[config.mk]
export PLATFORM = sky130hd
export DESIGN_NAME = dma3d_walker
export DESIGN_NICKNAME = d
export VERILOG_FILES = /design/src/rtl/dw_pkg.sv /design/src/rtl/dw_ctrl.sv /design/src/rtl/dw_count.sv /design/src/rtl/dw_addr.sv /design/src/rtl/dma3d_walker.sv
export SDC_FILE = /design/constraint.sdc
export NUM_CORES = 1
export LEC_CHECK = 0
export ABC_CLOCK_PERIOD_IN_PS = 5100
export BUFFER_PORTS_ARGS = -buffer_cell sky130_fd_sc_hd__buf_4
export CAP_MARGIN = 20
export CORE_UTILIZATION = 35
export CTS_CLUSTER_DIAMETER = 200
export DETAILED_ROUTE_END_ITERATION = 7
export SETUP_SLACK_MARGIN = 0.05
export SLEW_MARGIN = 40
export SYNTH_ARGS = -nofsm -noshare
export SYNTH_HDL_FRONTEND = slang
export SYNTH_SLANG_ARGS = --single-unit
export TNS_END_PERCENT = 50
[constraint.sdc]
create_clock -name clk -period 5.1 [get_ports clk]
set_input_delay 0.51 -clock clk [delete_from_list [all_inputs] [get_ports clk]]
set_output_delay 0.51 -clock clk [all_outputs]
set_load 0.02 [all_outputs]
[src/rtl/dw_pkg.sv]
// Package: shared constants and state type for the 3-D address sequencer.
// Assumes a 32-bit option word; bit positions here are the block's own map,
// except the FIFO width field, which sits at bits 10:8.
package dw_pkg;
    localparam int OPT_FRAME_SYNC = 0;   // 1 = one event per frame
    localparam int OPT_DST_CONST  = 1;   // destination is a fixed FIFO
    localparam int OPT_FW_LSB     = 8;   // FIFO width, 3 bits
    localparam int OPT_FW_W       = 3;
    localparam int OPT_CODE_LSB   = 12;  // completion code, 6 bits
    localparam int OPT_CODE_W     = 6;
    localparam int OPT_DONE_EN    = 20;  // completion strobe enable

    typedef enum logic [1:0] {
        ST_IDLE  = 2'd0,   // no descriptor armed
        ST_ARMED = 2'd1,   // descriptor loaded, awaiting first event
        ST_ISSUE = 2'd2,   // request presented to data mover
        ST_WAIT  = 2'd3    // between events, block unfinished
    } walk_state_e;
endpackage

[src/rtl/dw_ctrl.sv]
// Module: dw_ctrl
// Sequencing state machine. Turns sync events into request cycles, holds one
// pending event, and signals completion. Assumes the count walker reports
// last-array / last-frame for the request currently presented.
module dw_ctrl
    import dw_pkg::*;
(
    input  logic clk,
    input  logic rst_n,
    input  logic desc_load,
    input  logic sync_evt,
    input  logic req_ready,
    input  logic last_arr,
    input  logic last_frm,
    input  logic frame_sync,
    input  logic done_en,
    output logic load_ok,
    output logic step,
    output logic req_valid,
    output logic busy,
    output logic done_strobe
);
    walk_state_e state;
    logic        pend;
    logic        done_q;

    // Decode outputs from state
    always_comb begin
        req_valid   = (state == ST_ISSUE);
        busy        = (state == ST_ISSUE) || (state == ST_WAIT);
        load_ok     = desc_load && ((state == ST_IDLE) || (state == ST_ARMED));
        step        = req_valid && req_ready;
        done_strobe = done_q;
    end

    // State, pending flag and completion pulse
    always_ff @(posedge clk) begin
        if (!rst_n) begin
            state  <= ST_IDLE;
            pend   <= 1'b0;
            done_q <= 1'b0;
        end else begin
            done_q <= 1'b0;
            case (state)
                ST_IDLE: begin
                    pend <= 1'b0;
                    if (desc_load) state <= ST_ARMED;
                end
                ST_ARMED: begin
                    if (!desc_load && sync_evt) state <= ST_ISSUE;
                end
                ST_ISSUE: begin
                    if (sync_evt) pend <= 1'b1;
                    if (req_ready) begin
                        if (last_arr && last_frm) begin
                            state  <= ST_IDLE;
                            pend   <= 1'b0;
                            done_q <= done_en;
                        end else if (!frame_sync || last_arr) begin
                            state <= ST_WAIT;
                        end
                    end
                end
                ST_WAIT: begin
                    if (pend || sync_evt) begin
                        state <= ST_ISSUE;
                        pend  <= pend && sync_evt;
                    end
                end
                default: state <= ST_IDLE;
            endcase
        end
    end

    AST_REQ_HOLD: assert property (@(posedge clk) disable iff (!rst_n)
        req_valid && !req_ready |=> req_valid);
    AST_ONE_PER_EVENT: assert property (@(posedge clk) disable iff (!rst_n)
        step && !frame_sync |=> !req_valid);
    AST_DONE_NOT_BUSY: assert property (@(posedge clk) disable iff (!rst_n)
        done_strobe |-> !busy);
    AST_DONE_PULSE: assert property (@(posedge clk) disable iff (!rst_n)
        done_strobe |=> !done_strobe);
    AST_BUSY_FROM_EVENT: assert property (@(posedge clk) disable iff (!rst_n)
        $rose(busy) |-> $past(sync_evt));
endmodule

[src/rtl/dw_count.sv]
// Module: dw_count
// Array and frame down-counters. Reports whether the presented request is
// the last array of its frame and whether that frame is the last one.
// Assumes all loaded counts, including the reload value, are nonzero.
module dw_count #(
    parameter int CNT_W = 16
) (
    input  logic             clk,
    input  logic             rst_n,
    input  logic             load,
    input  logic [CNT_W-1:0] bcnt,
    input  logic [CNT_W-1:0] ccnt,
    input  logic [CNT_W-1:0] brld,
    input  logic             frame_sync,
    input  logic             step,
    input  logic             active,
    output logic             last_arr,
    output logic             last_frm
);
    localparam logic [CNT_W-1:0] ONE = CNT_W'(1);

    logic [CNT_W-1:0] b_left, c_left, bcnt_q, brld_q;

    // Last-element flags
    always_comb begin
        last_arr = (b_left == ONE);
        last_frm = (c_left == ONE);
    end

    // Count down per accepted array; reload arrays at frame end
    always_ff @(posedge clk) begin
        if (!rst_n) begin
            b_left <= ONE;
            c_left <= ONE;
            bcnt_q <= ONE;
            brld_q <= ONE;
        end else if (load) begin
            b_left <= bcnt;
            c_left <= ccnt;
            bcnt_q <= bcnt;
            brld_q <= brld;
        end else if (step) begin
            if (last_arr) begin
                b_left <= frame_sync ? bcnt_q : brld_q;
                c_left <= c_left - ONE;
            end else begin
                b_left <= b_left - ONE;
            end
        end
    end

    AST_CNT_NONZERO: assert property (@(posedge clk) disable iff (!rst_n)
        active |-> (b_left != '0) && (c_left != '0));
endmodule

[src/rtl/dw_addr.sv]
// Module: dw_addr
// One address walker (source or destination). Advances by a signed array
// offset inside a frame and by a signed frame offset at frame ends, from the
// last array (array-paced) or from the frame start (frame-paced).
// Assumes ADDR_W > OFS_W.
module dw_addr #(
    parameter int ADDR_W = 32,
    parameter int OFS_W  = 16
) (
    input  logic              clk,
    input  logic              rst_n,
    input  logic              load,
    input  logic [ADDR_W-1:0] base,
    input  logic [OFS_W-1:0]  arr_ofs,
    input  logic [OFS_W-1:0]  frm_ofs,
    input  logic              frame_sync,
    input  logic              hold,
    input  logic              step,
    input  logic              last_arr,
    output logic [ADDR_W-1:0] addr
);
    localparam int EXT_W = ADDR_W - OFS_W;

    logic [ADDR_W-1:0] cur, frm_start, arr_ext, frm_ext, nxt_frame;
    logic [OFS_W-1:0]  arr_ofs_q, frm_ofs_q;

    // Sign extension and next-frame base
    always_comb begin
        arr_ext   = {{EXT_W{arr_ofs_q[OFS_W-1]}}, arr_ofs_q};
        frm_ext   = {{EXT_W{frm_ofs_q[OFS_W-1]}}, frm_ofs_q};
        nxt_frame = (frame_sync ? frm_start : cur) + frm_ext;
        addr      = cur;
    end

    // Address registers
    always_ff @(posedge clk) begin
        if (!rst_n) begin
            cur       <= '0;
            frm_start <= '0;
            arr_ofs_q <= '0;
            frm_ofs_q <= '0;
        end else if (load) begin
            cur       <= base;
            frm_start <= base;
            arr_ofs_q <= arr_ofs;
            frm_ofs_q <= frm_ofs;
        end else if (step && !hold) begin
            if (last_arr) begin
                cur       <= nxt_frame;
                frm_start <= nxt_frame;
            end else begin
                cur <= cur + arr_ext;
            end
        end
    end

    AST_CONST_ADDR: assert property (@(posedge clk) disable iff (!rst_n)
        hold && !load |=> $stable(addr));
endmodule

[src/rtl/dma3d_walker.sv]
// Module: dma3d_walker (top)
// Walks one descriptor across arrays, frames and a block, issuing one
// address/length request per array. Latches option fields on load; the
// load is refused while a block is in progress.
module dma3d_walker
    import dw_pkg::*;
#(
    parameter int ADDR_W = 32,
    parameter int CNT_W  = 16,
    parameter int OFS_W  = 16,
    parameter int OPT_W  = 32
) (
    input  logic                  clk,
    input  logic                  rst_n,
    input  logic                  desc_load,
    input  logic [OPT_W-1:0]      desc_opt,
    input  logic [ADDR_W-1:0]     desc_src,
    input  logic [ADDR_W-1:0]     desc_dst,
    input  logic [CNT_W-1:0]      desc_acnt,
    input  logic [CNT_W-1:0]      desc_bcnt,
    input  logic [CNT_W-1:0]      desc_ccnt,
    input  logic [CNT_W-1:0]      desc_brld,
    input  logic [2*OFS_W-1:0]    desc_aofs,
    input  logic [2*OFS_W-1:0]    desc_fofs,
    input  logic                  sync_evt,
    output logic                  req_valid,
    input  logic                  req_ready,
    output logic [ADDR_W-1:0]     req_src,
    output logic [ADDR_W-1:0]     req_dst,
    output logic [CNT_W-1:0]      req_len,
    output logic                  req_dst_const,
    output logic [OPT_FW_W-1:0]   req_fifo_width,
    output logic                  done_strobe,
    output logic [OPT_CODE_W-1:0] done_code,
    output logic                  busy
);
    localparam int NDIR = 2;   // 0 = source, 1 = destination

    logic                  load_ok, step, last_arr, last_frm;
    logic                  frame_sync_q, dst_const_q, done_en_q;
    logic [OPT_FW_W-1:0]   fw_q;
    logic [OPT_CODE_W-1:0] code_q;
    logic [CNT_W-1:0]      acnt_q;
    logic [ADDR_W-1:0]     base_v [NDIR];
    logic [ADDR_W-1:0]     addr_v [NDIR];
    logic                  hold_v [NDIR];

    // Latch the option fields and array length with the descriptor
    always_ff @(posedge clk) begin
        if (!rst_n) begin
            frame_sync_q <= 1'b0;
            dst_const_q  <= 1'b0;
            done_en_q    <= 1'b0;
            fw_q         <= '0;
            code_q       <= '0;
            acnt_q       <= '0;
        end else if (load_ok) begin
            frame_sync_q <= desc_opt[OPT_FRAME_SYNC];
            dst_const_q  <= desc_opt[OPT_DST_CONST];
            done_en_q    <= desc_opt[OPT_DONE_EN];
            fw_q         <= desc_opt[OPT_FW_LSB +: OPT_FW_W];
            code_q       <= desc_opt[OPT_CODE_LSB +: OPT_CODE_W];
            acnt_q       <= desc_acnt;
        end
    end

    // Per-direction base and hold selection
    always_comb begin
        base_v[0] = desc_src;
        base_v[1] = desc_dst;
        hold_v[0] = 1'b0;
        hold_v[1] = dst_const_q;
    end

    dw_ctrl u_ctrl (
        .clk         (clk),
        .rst_n       (rst_n),
        .desc_load   (desc_load),
        .sync_evt    (sync_evt),
        .req_ready   (req_ready),
        .last_arr    (last_arr),
        .last_frm    (last_frm),
        .frame_sync  (frame_sync_q),
        .done_en     (done_en_q),
        .load_ok     (load_ok),
        .step        (step),
        .req_valid   (req_valid),
        .busy        (busy),
        .done_strobe (done_strobe)
    );

    dw_count #(.CNT_W(CNT_W)) u_count (
        .clk        (clk),
        .rst_n      (rst_n),
        .load       (load_ok),
        .bcnt       (desc_bcnt),
        .ccnt       (desc_ccnt),
        .brld       (desc_brld),
        .frame_sync (frame_sync_q),
        .step       (step),
        .active     (busy),
        .last_arr   (last_arr),
        .last_frm   (last_frm)
    );

    // One walker per direction; offsets come from the matching half-word
    for (genvar d = 0; d < NDIR; d++) begin : g_dir
        dw_addr #(.ADDR_W(ADDR_W), .OFS_W(OFS_W)) u_addr (
            .clk        (clk),
            .rst_n      (rst_n),
            .load       (load_ok),
            .base       (base_v[d]),
            .arr_ofs    (desc_aofs[d*OFS_W +: OFS_W]),
            .frm_ofs    (desc_fofs[d*OFS_W +: OFS_W]),
            .frame_sync (frame_sync_q),
            .hold       (hold_v[d]),
            .step       (step),
            .last_arr   (last_arr),
            .addr       (addr_v[d])
        );
    end

    // Request and completion outputs
    always_comb begin
        req_src        = addr_v[0];
        req_dst        = addr_v[1];
        req_len        = acnt_q;
        req_dst_const  = dst_const_q;
        req_fifo_width = fw_q;
        done_code      = code_q;
    end

    AST_REQ_STABLE: assert property (@(posedge clk) disable iff (!rst_n)
        req_valid && !req_ready |=> $stable(req_src) && $stable(req_dst));
    AST_NO_REQ_IDLE: assert property (@(posedge clk) disable iff (!rst_n)
        req_valid |-> busy);
endmodule

==> results.sh <==
export IMPL_drc_errors=0
export IMPL_place_area_um2=22100
export IMPL_routed_via_density=5.78
export IMPL_drtPass1Iterations=5
export IMPL_p_int_mw=4.80
export IMPL_die_area_um2=56100
export IMPL_worstSetupPathType="reg2reg"
export IMPL_hold_buffers=0
export IMPL_asyncSetResetFlopFracSynth_pct=0
export IMPL_endpoint_kind="flip-flop"
export IMPL_synthSimpleGateAreaFrac_pct=18.7
export IMPL_rr_startpoint="frame_sync_q"
export IMPL_die_h_um=237
export IMPL_r2r_end="g_dir[1].u_addr.frm_start[28]"
export IMPL_antenna_found_initial=5
export IMPL_io_buffers=301
export IMPL_fmax_mhz=223
export IMPL_final_nets=3112
export IMPL_cts_htree_levels=2
export IMPL_grt_max_degree=124
export IMPL_synth_nets=2904
export IMPL_synth_compound_area_share_pct=28.7
export IMPL_fin_cells=3476
export IMPL_syn_area_per_cell_um2=7.59
export IMPL_ant_nets=0
export IMPL_p_seq_share_pct=36.1
export IMPL_dpl_hpwl_um=51000
export IMPL_synth_top_family_by_area="compound AO/OA/AOI/OAI gates"
export IMPL_hold_viol=0
export IMPL_post_cts_buffers=0
export IMPL_vias=20075
export IMPL_synthTopCellsByArea="dfxtp_1 30%, nand2_1 8.7%, ha_1 8.3%"
export IMPL_synth_xor_area_share_pct=4.99
export IMPL_cts_made_buffers=38
export IMPL_grt_overflow=0
export IMPL_cts_buffer_depth=3
export IMPL_layout_drive_gt1_share_pct=17.6
export IMPL_power_switching_mw=2.33
export IMPL_cp_start_kind="flip-flop"
export IMPL_synth_top_area_share_pct=29.9
export IMPL_drt_wl_total_um=71100
export IMPL_setup_viol=0
export IMPL_swShare_pct=32.7
export IMPL_maxCapViolations=0
export IMPL_die_w_um=237
export IMPL_path_max_fanout=8
export IMPL_track_usage_pct=24.5
export IMPL_tns_ps=0
export IMPL_ys_warn_count=0
export IMPL_worstMarginPinSlew_ps=905
export IMPL_clockPowerShare_pct=39.2
export IMPL_gp_congestion=0.917
export IMPL_std_cell_rows=85
export IMPL_netlist_area_um2=19300
export IMPL_synth_edf_count=0
export IMPL_leakage_nw=10.0
export IMPL_io_pins=322
export IMPL_synth_top_area_cell="dfxtp_1"
export IMPL_dp_cells=3406
export IMPL_final_area_um2=23400
export IMPL_seq_area_frac_synth_pct=29.9
export IMPL_cts_root_buf="clkbuf_16"
export IMPL_hold_ws_ps=157
export IMPL_cp_data_arrival_time_ps=4980
export IMPL_clk_pin_slew_ps=60
export IMPL_min_to="u_count.bcnt_q[0]"
export IMPL_ys_flop_type="dfxtp_1"
export IMPL_reg2reg_slack_ps=610
export IMPL_period_minus_slack_ps=4490
export IMPL_tritoncts="yes"
export IMPL_cts_resized=0
export IMPL_start_util_pct=35.7
export IMPL_min_period_over_period_pct=88.0
export IMPL_peakVddDrop_mv=0.199
export IMPL_outcome="finished clean"
export IMPL_power_density_nw_per_um2=305
export IMPL_area_growth_pct=21.2
export IMPL_hold_path_class="in2reg"
export IMPL_grt_pass1_vias=19335
export IMPL_coreArea_um2=54100
export IMPL_mostFrequentLayoutCells="447 x nand2_1, 332 x buf_4, 319 x a21oi_1, 286 x dfxtp_1, 187 x nor2_1"
export IMPL_required_ps=5590
export IMPL_insertion_delay_ps=580
export IMPL_startpoint="frame_sync_q"
export IMPL_clock_skew_ps=26.7
export IMPL_hold_start="desc_bcnt[0]"
export IMPL_synth_fa_ha_area_share_pct=8.71
export IMPL_drv_slew=0
export IMPL_max_slew_margin_pct=39.6
export IMPL_comb_power_share_pct=24.6
export IMPL_rsz0062_at_grt="false"
export IMPL_ys_types=77
export IMPL_grt_pass1_wl_um=109000
export IMPL_wl_per_cell_um=20.5
export IMPL_synth_mux_area_share_pct=4.76
export IMPL_ys_ff_latch=288
export IMPL_reg2regPathDepth=12
export IMPL_final_common_cell="nand2_1"
export IMPL_synth_cells=2543
export IMPL_clock_sinks=288
export IMPL_hold_depth=3
export IMPL_drtIter0Drc=1373
stage by stage:
step | power (mW) | util, % | setup slack, ps
2_1_floorplan | 3.74 | - | 549
3_3_place_gp | 4.32 | 40.8 | 750
3_5_place_dp | 4.35 | 40.8 | 747
4_1_cts | 7.16 | 43.2 | 712
5_1_grt | 7.45 | 43.2 | 414
6_report | 7.13 | 43.2 | 614
critical path, cell delays in order, from the launching register on:
cell	delay [ps]
dfxtp_4	460
mux2_2	360
ha_1	220
fa_1	470
a211oi_1	330
o21ai_0	250
a211oi_1	640
o21bai_1	290
a311o_1	450
a31oi_1	270
o21a_1	180
mux2_2	340
a21oi_1	140
final cells by class:
class | count | area (µm²)
fill | 5467 | 30700
timing repair buffer | 336 | 2560
sequential | 288 | 5770
inverter | 37 | 144
tap | 696 | 871
clock inverter | 13 | 173
antenna | 2 | 5.00
multi-input combinational | 2050 | 12800
clock buffer | 54 | 1110
logic make-up after synthesis:
family                   count (synthesis)
AO/OA/AOI/OAI                          885
multiplexers                            84
adder cells (fa/ha/maj)                132
AND/OR/NAND/NOR                        839
XOR/XNOR                               110
buffers and inverters                  205
flip-flops                             288
cells in the mapped netlist, drive strengths merged, types with 21 or more instances:
cell type / instances
a31oi: 38
o211ai: 39
xor2: 41
o21bai: 21
buf: 30
nand4: 23
dfxtp: 288
o221ai: 32
inv: 37
nor2: 192
mux2: 63
o21ai: 174
a21o: 60
xnor2: 69
a211oi: 47
a21oi: 319
nor3: 34
clkbuf: 138
nand3: 54
ha: 128
mux2i: 21
nand2: 449
per-layer routing:
metal,share of wire (%),track usage (%),vias up
met1,45,32.8,9532
met5,0.037,0,-
met4,3.2,9.17,4
li1,-,-,9703
met3,7.1,4.58,132
met2,45,39.0,704
registers in the layout, summed over array words and instances (netlist names):
name                    cells
done_en_q                   1
req_fifo_width              3
u_count.b_left             16
g_dir.u_addr.arr_ofs_q     32
done_code                   6
u_ctrl.done_strobe          1
g_dir.u_addr.frm_ofs_q     32
u_count.c_left             16
frame_sync_q                1
g_dir.u_addr.addr          64
req_dst_const               1
req_len                    16
u_count.brld_q             16
u_ctrl.state                2
u_ctrl.pend                 1
g_dir.u_addr.frm_start     64
u_count.bcnt_q             16
power by group through the flow:
stage,sequential [mW],combinational (mW),clock (mW)
finish,2.58,1.76,2.80
global route,2.60,1.92,2.94
CTS,2.58,1.74,2.85
detailed placement,2.62,1.73,0
global placement,2.62,1.70,0
floorplan,2.63,1.10,0
worst max-delay path by stage:
stage                     cells past startpoint                            end  slack (ps)
after floorplan                              15  g_dir[1].u_addr.frm_start[28]         550
after global placement                       12  g_dir[1].u_addr.frm_start[28]         750
after detailed placement                     12  g_dir[1].u_addr.frm_start[28]         750
after CTS                                    12  g_dir[1].u_addr.frm_start[28]         710
after global routing                         12  g_dir[1].u_addr.frm_start[28]         410
final                                        12  g_dir[1].u_addr.frm_start[28]         610
Note: power is estimated with default switching activity, not from simulation.
